File: config.mk
export PLATFORM = sky130hd
export DESIGN_NAME = mempat_engine
export DESIGN_NICKNAME = d
export VERILOG_FILES = /design/src/rtl/mempat_pkg.sv /design/src/rtl/mempat_mode_dec.sv /design/src/rtl/mempat_seq.sv /design/src/rtl/mempat_check.sv /design/src/rtl/mempat_engine.sv
export SDC_FILE = /design/constraint.sdc
export NUM_CORES = 1
export LEC_CHECK = 0
export BUFFER_PORTS_ARGS = -buffer_cell sky130_fd_sc_hd__clkbuf_2
export CAP_MARGIN = 15
export CORE_MARGIN = 5
export CORE_UTILIZATION = 40
export CTS_CLUSTER_SIZE = 28
export DETAILED_ROUTE_END_ITERATION = 16
export GPL_TIMING_DRIVEN = 0
export MAX_ROUTING_LAYER = met4
export PLACE_DENSITY = 0.62
export RECOVER_POWER = 100
export SYNTH_ARGS = -nofsm -noshare
export SYNTH_HDL_FRONTEND = slang
export SYNTH_SLANG_ARGS = --single-unit
File: constraint.sdc
create_clock -name clk -period 3.5 [get_ports clk]
set_input_delay 0.7 -clock clk [delete_from_list [all_inputs] [get_ports clk]]
set_output_delay 0.7 -clock clk [all_outputs]
set_load 0.02 [all_outputs]
File: src/rtl/mempat_pkg.sv
package mempat_pkg;

    localparam int unsigned MP_DATA_W = 32;
    localparam int unsigned MP_BYTES  = MP_DATA_W / 8;
    localparam int unsigned MP_MODE_W = 4;

    typedef logic [MP_DATA_W-1:0] word_t;
    typedef logic [3:0]           nib_t;

    typedef enum logic [1:0] {
        PAT_ZERO = 2'd0,
        PAT_ONES = 2'd1,
        PAT_INCR = 2'd2,
        PAT_USER = 2'd3
    } pat_e;

    // Step of the nibble base per word, modulo 16
    localparam nib_t MP_NIB_STEP = nib_t'(MP_BYTES);

    // Word for a given mode, user word and nibble base of byte 0
    function automatic word_t pat_word(pat_e m, word_t user, nib_t base);
        word_t w;
        nib_t  v;
        w = '0;
        case (m)
            PAT_ZERO: w = '0;
            PAT_ONES: w = '1;
            PAT_USER: w = user;
            PAT_INCR: begin
                for (int b = 0; b < int'(MP_BYTES); b++) begin
                    v = base + nib_t'(b);
                    w[8*b +: 8] = {v, v};
                end
            end
            default: w = '0;
        endcase
        return w;
    endfunction

endpackage

File: src/rtl/mempat_mode_dec.sv
module mempat_mode_dec
    import mempat_pkg::*;
(
    input  logic [MP_MODE_W-1:0] bits_i,
    output pat_e                 mode_o
);

    always_comb begin
        if (bits_i[0])      mode_o = PAT_ZERO;
        else if (bits_i[1]) mode_o = PAT_ONES;
        else if (bits_i[2]) mode_o = PAT_INCR;
        else if (bits_i[3]) mode_o = PAT_USER;
        else                mode_o = PAT_ZERO;
    end

endmodule

File: src/rtl/mempat_seq.sv
module mempat_seq
    import mempat_pkg::*;
(
    input  logic  clk,
    input  logic  rst_n,
    input  logic  restart_i,
    input  logic  advance_i,
    input  pat_e  mode_i,
    input  word_t user_i,
    output word_t word_o
);

    typedef struct packed {
        nib_t base;
    } seq_state_t;

    seq_state_t st_d, st_q;

    always_comb begin
        st_d = st_q;
        if (restart_i) begin
            st_d.base = '0;
        end else if (advance_i) begin
            st_d.base = st_q.base + MP_NIB_STEP;
        end
    end

    always_ff @(posedge clk or negedge rst_n) begin
        if (!rst_n) st_q <= '0;
        else        st_q <= st_d;
    end

    assign word_o = pat_word(mode_i, user_i, st_q.base);


    hold_when_idle_chk: assert property (@(posedge clk) disable iff (!rst_n)
        (!restart_i && !advance_i) |=> $stable(word_o));


    restart_first_word_chk: assert property (@(posedge clk) disable iff (!rst_n)
        restart_i |=> (word_o == pat_word(mode_i, user_i, nib_t'(0))));

endmodule

File: src/rtl/mempat_check.sv
module mempat_check
    import mempat_pkg::*;
#(
    parameter int unsigned ERR_W = 32
) (
    input  logic             clk,
    input  logic             rst_n,
    input  logic             clear_i,
    input  logic             valid_i,
    input  word_t            data_i,
    input  word_t            expect_i,
    output logic [ERR_W-1:0] err_o,
    output word_t            last_o
);

    localparam logic [ERR_W-1:0] ERR_MAX = '1;
    localparam logic [ERR_W-1:0] ERR_ONE = ERR_W'(1);

    typedef struct packed {
        logic [ERR_W-1:0] err;
        word_t            last;
    } chk_state_t;

    chk_state_t st_d, st_q;
    logic       miss;

    assign miss = (data_i != expect_i);

    always_comb begin
        st_d = st_q;
        if (clear_i) begin
            st_d.err  = '0;
            st_d.last = '0;
        end else if (valid_i) begin
            st_d.last = data_i;
            if (miss && (st_q.err != ERR_MAX)) begin
                st_d.err = st_q.err + ERR_ONE;
            end
        end
    end

    always_ff @(posedge clk or negedge rst_n) begin
        if (!rst_n) st_q <= '0;
        else        st_q <= st_d;
    end

    assign err_o  = st_q.err;
    assign last_o = st_q.last;


    err_step_one_chk: assert property (@(posedge clk) disable iff (!rst_n)
        !clear_i |=> ((err_o == $past(err_o)) || (err_o == $past(err_o) + ERR_ONE)));


    err_sat_hold_chk: assert property (@(posedge clk) disable iff (!rst_n)
        (!clear_i && err_o == ERR_MAX) |=> (err_o == ERR_MAX));


    last_hold_chk: assert property (@(posedge clk) disable iff (!rst_n)
        (!clear_i && !valid_i) |=> $stable(last_o));

endmodule

File: src/rtl/mempat_engine.sv
module mempat_engine
    import mempat_pkg::*;
#(
    parameter int unsigned ERR_W = 32
) (
    input  logic             clk,
    input  logic             rst_n,
    input  logic             start_i,
    input  logic [3:0]       mode_i,
    input  logic [31:0]      user_word_i,
    input  logic             wr_beat_i,
    output logic [31:0]      wr_data_o,
    input  logic             rd_valid_i,
    input  logic [31:0]      rd_data_i,
    output logic [ERR_W-1:0] err_count_o,
    output logic [31:0]      last_rd_o
);

    typedef struct packed {
        pat_e  mode;
        word_t user;
    } cfg_state_t;

    cfg_state_t cfg_d, cfg_q;
    pat_e       mode_pick;
    word_t      rd_expect;
    logic       wr_adv, rd_adv;

    mempat_mode_dec u_dec (
        .bits_i (mode_i),
        .mode_o (mode_pick)
    );

    always_comb begin
        cfg_d = cfg_q;
        if (start_i) begin
            cfg_d.mode = mode_pick;
            cfg_d.user = user_word_i;
        end
    end

    always_ff @(posedge clk or negedge rst_n) begin
        if (!rst_n) cfg_q <= '{mode: PAT_ZERO, user: '0};
        else        cfg_q <= cfg_d;
    end

    assign wr_adv = wr_beat_i  && !start_i;
    assign rd_adv = rd_valid_i && !start_i;

    mempat_seq u_wr_seq (
        .clk       (clk),
        .rst_n     (rst_n),
        .restart_i (start_i),
        .advance_i (wr_adv),
        .mode_i    (cfg_q.mode),
        .user_i    (cfg_q.user),
        .word_o    (wr_data_o)
    );

    mempat_seq u_rd_seq (
        .clk       (clk),
        .rst_n     (rst_n),
        .restart_i (start_i),
        .advance_i (rd_adv),
        .mode_i    (cfg_q.mode),
        .user_i    (cfg_q.user),
        .word_o    (rd_expect)
    );

    mempat_check #(.ERR_W(ERR_W)) u_chk (
        .clk      (clk),
        .rst_n    (rst_n),
        .clear_i  (start_i),
        .valid_i  (rd_adv),
        .data_i   (rd_data_i),
        .expect_i (rd_expect),
        .err_o    (err_count_o),
        .last_o   (last_rd_o)
    );


    start_clears_chk: assert property (@(posedge clk) disable iff (!rst_n)
        start_i |=> (err_count_o == '0 && last_rd_o == 32'h0));


    ones_priority_chk: assert property (@(posedge clk) disable iff (!rst_n)
        (start_i && mode_i[1:0] == 2'b10) |=> (wr_data_o == 32'hFFFF_FFFF));


    zero_priority_chk: assert property (@(posedge clk) disable iff (!rst_n)
        (start_i && mode_i[0]) |=> (wr_data_o == 32'h0));

endmodule

==> flow_summary.yaml <==
run_status:
  status: "complete, but fails checks"
  violations: "capacitance limit, slew limit"
clock_tree:
  postCtsSetupBuffers: 0
  cts_sinks: 102
  cts_buffer_depth: 2
  cts_buffers: 9
  clk_latency_ns: 0.36
  clkTransAtPathRegs_ns: 0.07
  cts-root-buf: "clkbuf_16"
  cts_tree: "done"
  hold_buffers: 0
  cts_resized: 0
  cts_htree_levels: 3
timing:
  finalSetupViolCount: 0
  worst_slew_pin_slew_ns: 2.67
  finalWorstSetupSlack_ns: 0.252
  fin_setup_tns_ns: 0
  final.min_clock_period_ns: 3.25
  max_freq_ghz: 0.308
  hold_ws_ns: 0.520
  period_share_pct: 92.8
  rsz0062_at_grt: "false"
  hold_viol: 0
  max-slew-margin-rel_pct: -77.9
  maxSlewViolCount: 103
  fin_skew_ns: 0.00983
global_routing:
  grt_pass1_wl_um: 29600
  antenna_found_initial: 0
  grt_pass1_vias: 5521
  grtUsageTotal_pct: 23.2
  grt_overflow_total: 0
  grt_max_degree: 103
placement:
  port_buffers: 165
  place_ws_ns: 0.216
  place_congestion: 0.845
  hpwl_um: 14000
setup_path:
  critPathKind: "register to output pin"
  rr_startpoint: "cfg_q[32]"
  crit_start: "cfg_q[33]"
  crit_path_end_kind: "output pin"
  crit_arrival_ns: 2.55
  worstPathMaxFanout: 10
  start_kind: "register"
  worst-endpoint-required_ns: 2.80
yosys:
  async_flop_share_pct: 100
  yosys_warnings: 0
  synth.avg_cell_area_um2: 9.28
  syn-num-nets: 694
  ys_types: 62
  synth_ff_type: "dfrtp_1"
  synth_top_area_share_pct: 44.4
  syn_inst: 620
  ys_ff_latch: 102
  synth_edf_count: 0
  synthTopCellsByArea: "dfrtp_1, nor2_1, mux2i_1"
  yosys.area.top_type: "dfrtp_1"
  ys_seq_area_share_pct: 44.4
  synth_area_mm2: 0.00575
route:
  dr.pass1.iters: 4
  vias_per_cell: 5.64
  antenna_left: 0
  drt_iter0_markers: 514
  num_vias: 5525
  drt_wl_total_um: 18800
  drc: 0
  wl_per_cell_um: 19.2
die:
  num_io_pins: 169
  die_w_um: 130
  rows: 43
  start_util_pct: 41.1
  dieArea_mm2: 0.0169
  die-height_um: 130
  core_mm2: 0.0140
power_and_ir_drop:
  vdd_ir_drop_max_uv: 230
  p_per_area_mw_per_mm2: 426
  leakage_nw: 3.12
layout:
  n_antenna_cell: 0
  area_delta_synth_final_pct: 21.7
  nets: 869
  final_cell_mix: "clkbuf_1, dfrtp_1, nor2_1, clkbuf_2, a21oi_1"
  drive_gt1_share_pct: 17.5
  layout_commonest_cell: "clkbuf_1"
job:
  cap_violations: 1
min_path:
  hp-class: "register to register"
  min_from: "u_chk.last_o[20]"
synth_stat cells, types with 4 or more instances:
| library cell | number |
|---|---|
| a211oi_1 | 4 |
| a21o_1 | 4 |
| a21oi_1 | 37 |
| a22o_1 | 5 |
| and3_1 | 5 |
| buf_2 | 5 |
| buf_6 | 5 |
| clkbuf_1 | 26 |
| dfrtp_1 | 102 |
| inv_1 | 21 |
| mux2_2 | 24 |
| mux2_4 | 5 |
| mux2i_1 | 33 |
| nand2_1 | 36 |
| nand2b_1 | 4 |
| nand3_1 | 18 |
| nand3b_1 | 4 |
| nand4_1 | 8 |
| nor2_1 | 98 |
| nor2b_1 | 11 |
| nor3_1 | 8 |
| nor4_1 | 10 |
| o21ai_0 | 20 |
| o21ai_1 | 11 |
| o21ba_1 | 4 |
| o22ai_1 | 10 |
| o31a_1 | 6 |
| o31ai_1 | 12 |
| o32ai_1 | 4 |
| or3_1 | 15 |
| or4_1 | 11 |
| xor2_1 | 8 |
metrics by stage:
step	util [%]	std cells	area (um2)	total power [mW]
finish	50.1	980	7000	2.99
global route	50.1	980	7000	3.12
CTS	51.0	981	7140	3.03
detailed placement	48.7	965	6810	1.91
global placement	48.6	965	6810	1.90
floorplan	-	620	5750	1.66
registers in the layout, summed over array words and instances, names as in the netlist:
register,flops
cfg_q,34
u_rd_seq.st_q,2
u_wr_seq.st_q,2
u_chk.err_o,32
u_chk.last_o,32
worst max-delay path: stages, from the launching register on:
cell	delay [ns]
dfrtp_1	0.44
buf_4	0.20
buf_2	0.19
clkbuf_1	0.24
a21oi_1	0.72
nor2_1	0.17
clkbuf_1	0.22
per-layer routing:
| layer | part of all wire, % | vias to the layer above | GRT usage [%] |
|---|---|---|---|
| met2 | 47 | 210 | 36.4 |
| met5 | 0 | - | - |
| met3 | 5.8 | 25 | 3.40 |
| met1 | 45 | 2693 | 31.0 |
| met4 | 2.1 | 0 | 8.07 |
| li1 | - | 2597 | - |
report_power, final:
part	internal (mW)	switching, mW
registers	1.24	0.0670
clock network	0.649	0.466
logic	0.199	0.363
cells by family after synthesis:
group | count (synthesis) | synth area share (%)
xor gates and xnor gates | 11 | 1.67
DFF | 102 | 44.4
adders and majority gates | 1 | 0.217
muxes | 62 | 11.7
and+or+nand+nor | 242 | 20.8
AOI/OAI and AO/OA | 139 | 16.0
buffers and inverters | 63 | 5.13
cell type report:
cell class / count / area (um2)
fillers: 1410 / 6980
well taps: 180 / 225
plain buffers: 39 / 205
flip-flops and latches: 102 / 2550
repair buffers: 165 / 713
inverters: 23 / 86.3
multi-input cells: 455 / 2900
clock inverters: 5 / 81.3
clock buffers: 11 / 243
path summary, 6_finish.rpt:
path | depth (start not counted) | slack (ns) | to
max in group asynchronous | 1 | 0.77 | u_chk.last_o[13]
max | 6 | 0.25 | wr_data_o[10]
min | 2 | 0.52 | u_chk.last_o[20]
max reg2reg | 11 | 0.28 | u_chk.err_o[1]
min in group asynchronous | 1 | 1.15 | u_chk.last_o[5]
min reg2reg | 2 | 0.52 | u_chk.last_o[20]
No activity file was read; power rests on OpenSTA's default activity.
